$ cat src/rtl/irq_chain_pkg.sv
package irq_chain_pkg;
  parameter int unsigned VEC_W = 8;
  typedef logic [VEC_W-1:0] vec_t;
endpackage

$ cat src/rtl/irq_req_latch.sv
module irq_req_latch (
  input  logic clk,
  input  logic rst_n,
  input  logic evt_i,
  input  logic clr_i,
  output logic pend_o
);
  logic evt_q, evt_d;
  logic pend_q, pend_d;

  always_comb begin
    evt_d  = evt_i;
    pend_d = (evt_i & ~evt_q) | (pend_q & ~clr_i);
  end

  always_ff @(posedge clk or negedge rst_n) begin
    if (!rst_n) begin
      evt_q  <= 1'b0;
      pend_q <= 1'b0;
    end else begin
      evt_q  <= evt_d;
      pend_q <= pend_d;
    end
  end

  assign pend_o = pend_q;
endmodule

$ cat src/rtl/irq_ack_cell.sv
module irq_ack_cell #(
  parameter bit IS_LAST = 1'b0
) (
  input  logic ack_in_i,
  input  logic pend_i,
  output logic take_o,
  output logic ack_out_o
);
  logic want;

  generate
    if (IS_LAST) begin : g_tail
      assign want = 1'b1;
    end else begin : g_body
      assign want = pend_i;
    end
  endgenerate

  assign take_o    = ack_in_i & want;
  assign ack_out_o = ack_in_i & ~want;
endmodule

$ cat src/rtl/irq_vec_merge.sv
module irq_vec_merge #(
  parameter int unsigned N_DEV = 4,
  parameter int unsigned VEC_W = irq_chain_pkg::VEC_W
) (
  input  logic [N_DEV-1:0]       take_i,
  input  logic [N_DEV*VEC_W-1:0] vec_i,
  output logic [VEC_W-1:0]       data_o
);
  always_comb begin
    data_o = '0;
    for (int i = 0; i < N_DEV; i++) begin
      if (take_i[i]) data_o = data_o | vec_i[i*VEC_W +: VEC_W];
    end
  end
endmodule

$ cat src/rtl/irq_chain_arbiter.sv
module irq_chain_arbiter #(
  parameter int unsigned N_DEV = 4,
  parameter int unsigned VEC_W = irq_chain_pkg::VEC_W
) (
  input  logic                   clk,
  input  logic                   rst_n,
  input  logic [N_DEV-1:0]       evt_i,
  input  logic [N_DEV*VEC_W-1:0] vec_i,
  input  logic                   ack_n_i,
  output logic                   int_o,
  output logic [N_DEV-1:0]       grant_o,
  output logic [VEC_W-1:0]       data_o
);
  // reset: asserted asynchronously, released through two flops
  logic [1:0] rst_sync_q;
  logic       rst_int_n;

  always_ff @(posedge clk or negedge rst_n) begin
    if (!rst_n) rst_sync_q <= 2'b00;
    else        rst_sync_q <= {rst_sync_q[0], 1'b1};
  end
  assign rst_int_n = rst_sync_q[1];

  logic             ack_act;
  logic             ack_act_q, ack_act_d;
  logic [N_DEV-1:0] grant_q, grant_d;
  logic             grant_en;
  logic             release_ev;
  logic [N_DEV-1:0] clr;
  logic [N_DEV-1:0] pend_q;
  logic [N_DEV:0]   ack_path;
  logic [N_DEV-1:0] take;

  assign ack_act     = ~ack_n_i;
  assign ack_path[0] = ack_act;
  assign release_ev  = ack_act_q & ~ack_act;
  assign clr         = grant_q & {N_DEV{release_ev}};

  genvar g;
  generate
    for (g = 0; g < N_DEV; g++) begin : g_slice
      irq_req_latch u_req (
        .clk    (clk),
        .rst_n  (rst_int_n),
        .evt_i  (evt_i[g]),
        .clr_i  (clr[g]),
        .pend_o (pend_q[g])
      );
      irq_ack_cell #(.IS_LAST(g == N_DEV-1)) u_cell (
        .ack_in_i  (ack_path[g]),
        .pend_i    (pend_q[g]),
        .take_o    (take[g]),
        .ack_out_o (ack_path[g+1])
      );
    end
  endgenerate

  irq_vec_merge #(.N_DEV(N_DEV), .VEC_W(VEC_W)) u_merge (
    .take_i (take),
    .vec_i  (vec_i),
    .data_o (data_o)
  );

  // remember who held the acknowledge, for the clear at release
  assign grant_en = ack_act;
  always_comb begin
    ack_act_d = ack_act;
    grant_d   = grant_en ? take : grant_q;
  end

  always_ff @(posedge clk or negedge rst_int_n) begin
    if (!rst_int_n) begin
      ack_act_q <= 1'b0;
      grant_q   <= '0;
    end else begin
      ack_act_q <= ack_act_d;
      grant_q   <= grant_d;
    end
  end

  assign int_o   = |pend_q;
  assign grant_o = take;
endmodule

$ cat config.mk
export PLATFORM = sky130hd
export DESIGN_NAME = irq_chain_arbiter
export DESIGN_NICKNAME = d
export VERILOG_FILES = /design/src/rtl/irq_chain_pkg.sv /design/src/rtl/irq_req_latch.sv /design/src/rtl/irq_ack_cell.sv /design/src/rtl/irq_vec_merge.sv /design/src/rtl/irq_chain_arbiter.sv
export SDC_FILE = /design/constraint.sdc
export NUM_CORES = 1
export LEC_CHECK = 0
export ABC_AREA = 1
export CORE_MARGIN = 2
export CORE_UTILIZATION = 39
export DETAILED_ROUTE_END_ITERATION = 6
export GPL_TIMING_DRIVEN = 0
export PLACE_DENSITY = 0.91
export SYNTH_ARGS = -nofsm -noshare
export SYNTH_HDL_FRONTEND = slang
export SYNTH_SLANG_ARGS = --single-unit
$ cat constraint.sdc
create_clock -name clk -period 1.85 [get_ports clk]
set_clock_uncertainty 0.1 [all_clocks]
set_input_delay 0.37 -clock clk [delete_from_list [all_inputs] [get_ports clk]]
set_output_delay 0.37 -clock clk [all_outputs]
set_load 0.005 [all_outputs]
Word-level counts from Yosys, hierarchy flattened --
Cells that the tools add are included.
Storage, ports and cells: flip-flop bits (word level) 15, output and inout port bits 13, word-level logic and storage cells 51
Cells by class: muxes and demuxes 4, bitwise logic cells 35, reductions and logical operators 1
Operators by type and width (count):
- $mux W8 | 4
- $or A8 B8 Y8 | 3
- $and A1 B1 Y1 | 15
- $not A1 Y1 | 12
- $and A4 B4 Y4 | 1
- $or A1 B1 Y1 | 4
- $reduce_or A4 Y1 | 1

Logic depth before layout (Yosys ltp) --
depth after elaboration 9, mapped depth 6, gate-level depth less buffers 6

Cells and area by module --
From an unflattened synthesis, not the netlist that was laid out.
Unflattened totals: cells, all modules 152, area, all modules 909.6 um2
Modules (own cells, without submodules):
- irq_vec_merge | instances 1, cells an instance 76, area each 290.3 um2
- irq_req_latch | instances 4, cells an instance 7, area each 68.8 um2
- irq_chain_arbiter | instances 1, cells an instance 33, area each 272.8 um2
- irq_ack_cell (g_slice[0].u_cell ...) | instances 3, cells an instance 4, area each 17.5 um2
- irq_ack_cell (g_slice[3].u_cell) | instances 1, cells an instance 3, area each 18.8 um2

Least setup slack after synthesis --
No wires, ideal clock.
path type register -> output, start register g_slice[0].u_req.pend_q, end output port data_o[0], arrival time 0.948 ns, required time 1.380 ns, path slack 0.432 ns, stages on the path, launching flop included 6, path buffers 0, path through dfrtp_1 > nor2_2 > nand3_1 > nand2_1 > inv_1 > nand3_1
Between the ends: cells in the longest elaborated chain, start to end 8, elaborated cells on any way between the ends 14
Ends and longest elaborated chain:
- start: declaration | line irq_req_latch.sv:9 | logic pend_q, pend_d;
- start signal: assignment | line irq_req_latch.sv:22 | pend_q <= pend_d;
- $and A1 B1 Y1 or $not A1 Y1 (tied branches) | line irq_ack_cell.sv:19, irq_ack_cell.sv:20
- $mux W8 or $and A1 B1 Y1 (tied branches) | line irq_vec_merge.sv:12, irq_ack_cell.sv:20
- $or A8 B8 Y8 or $and A1 B1 Y1 (tied branches) | line irq_vec_merge.sv:12, irq_ack_cell.sv:19
- $mux W8 | line irq_vec_merge.sv:12 | if (take_i[i]) data_o = data_o | vec_i[i*VEC_W +: VEC_W];
- $or A8 B8 Y8 | line irq_vec_merge.sv:12
- $mux W8 | line irq_vec_merge.sv:12
- $or A8 B8 Y8 | line irq_vec_merge.sv:12
- $mux W8 * | line irq_vec_merge.sv:12
- end: declaration | line irq_chain_arbiter.sv:12 | output logic [VEC_W-1:0] data_o
Mark *: on every way between the ends. The rest lies on a longest branch, timed or not.

Worst setup path after layout --
start register g_slice[0].u_req.pend_q, end output port data_o[2]
The elaborated chain is that of the path after synthesis.

==> summary.txt <==
Critical Path Start Type: register
Hold WC Path Type: reg2async
Peak VDD IR: 0.471 mV
Post-DP HPWL: 2110 um
Total Power: 0.946 mW
Worst-Margin Slew: 0.505 ns
clk root buf: clkbuf_4
router iterations before antenna repair: 5
Yosys Warn Count: 0
nets: 233
Tot GR Track Use: 26.4%
n_diodes: 0
max-slew violations: 0
Seq/Total Area, Yosys: 43.0%
layout cell share with drive strength beyond 1: 34.7%
CP endpoint kind: primary output
max_cap viols: 0
Setup TNS Final: -1.23 ns
Cell Area, Synth: 873 um^2
Via Count: 1,170
largest net degree at the start of global routing: 14
initial antenna violation count: 0
slew margin rel.: 66.3%
final worst path period share: 109%
Die Y: 51.3 um
synthesized area per cell: 7.53 um^2
failing checks: negative setup slack
CTS tree: yes
Port Buffer Count: 51
Total Wirelength: 3480 um
RSZ-0062 raised after global routing: yes
CP arrival: 1.55 ns
Worst-path clk slew: 0.08 ns
post-synth cell types: 16
Area Overhead vs Synth: 93.8%
setup slack, reg-to-reg: 0.55 ns
Max Buffers Root-to-Sink: 2
initial DRC count: 25
# H-tree levels: 1
Final Hold Fails: 0
Initial Util: 40.3%
CP Class: reg2out
Worst-Skew Late Latency: 0.27 ns
first-pass GRT wire length: 5210 um
vias in the first global route: 1,245
clk sinks: 15
status: complete, but fails checks
leakage power: 0.822 nW
routed len/inst: 15.8 um
Final min period: 2.02 ns
antenna-violating nets left: 0
PD cells: 559 nW/um^2
area of the core: 2170 um^2
Worst Path Max Fanout: 5
cells after synthesis: 116
setup ws final: -0.173 ns
# hold bufs at CTS: 0
IO Pins: 52
die span in x: 51.3 um
final setup vio count: 10
worst path required time: 1.38 ns
site row count: 17
Vias/cell: 5.29
gp weighted congestion: 0.753
CTS buffer count: 3
gr ovfl total: 0
die area: 2630 um^2
#FFs+latches synth: 15
fill count: 146
Fmax: 494 MHz
Syn Nets: 155
Remaining DRCs: 0
## what timing repair did
action / in CTS / in global routing
pin swaps: 14 / 11
setup buffers: 19 / 3
endpoints found under the setup margin: 13 / 13
resized for setup: 61 / 21
gates cloned: 2 / 0
## cell families after synthesis
logic type / share of synthesized area [%]
and+or+nand+nor: 33.7
buffers and inverters: 16.0
DFF: 43.0
AOI/OAI and AO/OA: 6.88
other: 0.429
## layout by cell type, fill, tap and decap left out
cell type        synthesis  final
buf_4                    5     11
clkbuf_4                 0      3
dfrtp_1                 15     14
inv_2                    2      5
clkbuf_1                 0      1
nand3_1                 18      9
nand2_2                  0      2
buf_2                    4     12
inv_4                    0      1
a21oi_1                  1      1
nor2_1                   1      1
dlygate4sd2_1            0      3
buf_6                    0     16
clkinv_1                 1      1
o21ai_1                  3      3
buf_12                   0      1
nand2_4                  0      1
clkbuf_2                 0      2
o21ai_0                  8      8
dfrtp_2                  0      1
nand3_2                  0      9
inv_1                   19     15
nor2_4                   2      3
conb_1                   1      1
nand2_1                 19     16
clkdlybuf4s50_1          0     37
nand4_1                 16     16
## flip-flops by register name, summed over array words and instances (netlist names)
signal and flops:
ack_act_q 1, g_slice.u_req.evt_q 4, rst_sync_q 2, grant_q 4
g_slice.u_req.pend_o 4
## worst paths after layout
check                                                       start                           endpoint  cells past startpoint
worst max-delay path            g_slice[0].u_req.pend_o$_DFF_PN0_                          data_o[2]                      7
worst min-delay path                      rst_sync_q[1]$_DFF_PN0_             grant_q[0]$_DFFE_PN0N_                      0
worst max register to register  g_slice[0].u_req.pend_o$_DFF_PN0_             grant_q[0]$_DFFE_PN0N_                      6
worst min register to register            rst_sync_q[1]$_DFF_PN0_             grant_q[0]$_DFFE_PN0N_                      0
max in group asynchronous                 rst_sync_q[1]$_DFF_PN0_  g_slice[0].u_req.pend_o$_DFF_PN0_                      0
min in group clk                          rst_sync_q[0]$_DFF_PN0_            rst_sync_q[1]$_DFF_PN0_                      0
## metrics by stage
step | setup WS [ns] | instances | hold WS [ns] | utilization (%) | cell area [um^2]
final | -0.173 | 221 | 0.108 | 78.0 | 1690
after global routing | -0.244 | 221 | 0.156 | 78.0 | 1690
after CTS | -0.136 | 220 | 0.129 | 76.2 | 1650
after detailed placement | -0.732 | 195 | 0.117 | 65.4 | 1420
after global placement | -0.697 | 195 | 0.101 | 65.4 | 1420
after floorplan | 0.432 | 116 | -0.0256 | - | 873
## final cells by class
class	count	area (um^2)	area share, %
buffer	8	57.6	3.40
clock buffer	4	26.3	1.55
sequential	15	377	22.2
timing repair buffer	74	692	40.9
multi-input combinational	70	420	24.8
inverter	22	85.1	5.03
tap	28	35.0	2.07
## cell usage after synthesis
cell,instances,area (um^2)
inv_2,2,7.51
buf_2,4,20.0
nor2_2,1,6.26
nor2_1,1,3.75
inv_1,19,71.3
clkinv_1,1,3.75
o21ai_1,3,15.0
nand2_1,19,71.3
nand4_1,16,100
dfrtp_1,15,375
nand3_1,18,90.1
conb_1,1,3.75
buf_4,5,37.5
a21oi_1,1,5.00
o21ai_0,8,40.0
nor2_4,2,22.5
## layer usage
metal	vias up	track usage, %	share of wire (%)
met1	556	28.7	36
li1	532	-	-
met3	15	4.39	7.9
met5	-	0	0
met2	67	47.0	52
met4	0	17.1	4.8
## worst max-delay path, stage by stage, from the launching register on
cell	delay (ns)
dfrtp_2	0.45
nor2_4	0.20
buf_6	0.14
buf_6	0.09
buf_6	0.09
nand4_1	0.07
nand3_1	0.11
buf_2	0.13
## report_power, final
part | internal (mW) | switching [mW] | total, mW
combinational | 0.221 | 0.179 | 0.400
sequential | 0.353 | 0.0215 | 0.375
clock | 0.0833 | 0.0884 | 0.172
total | 0.658 | 0.289 | 0.946
No activity file was read; power rests on OpenSTA's default activity.
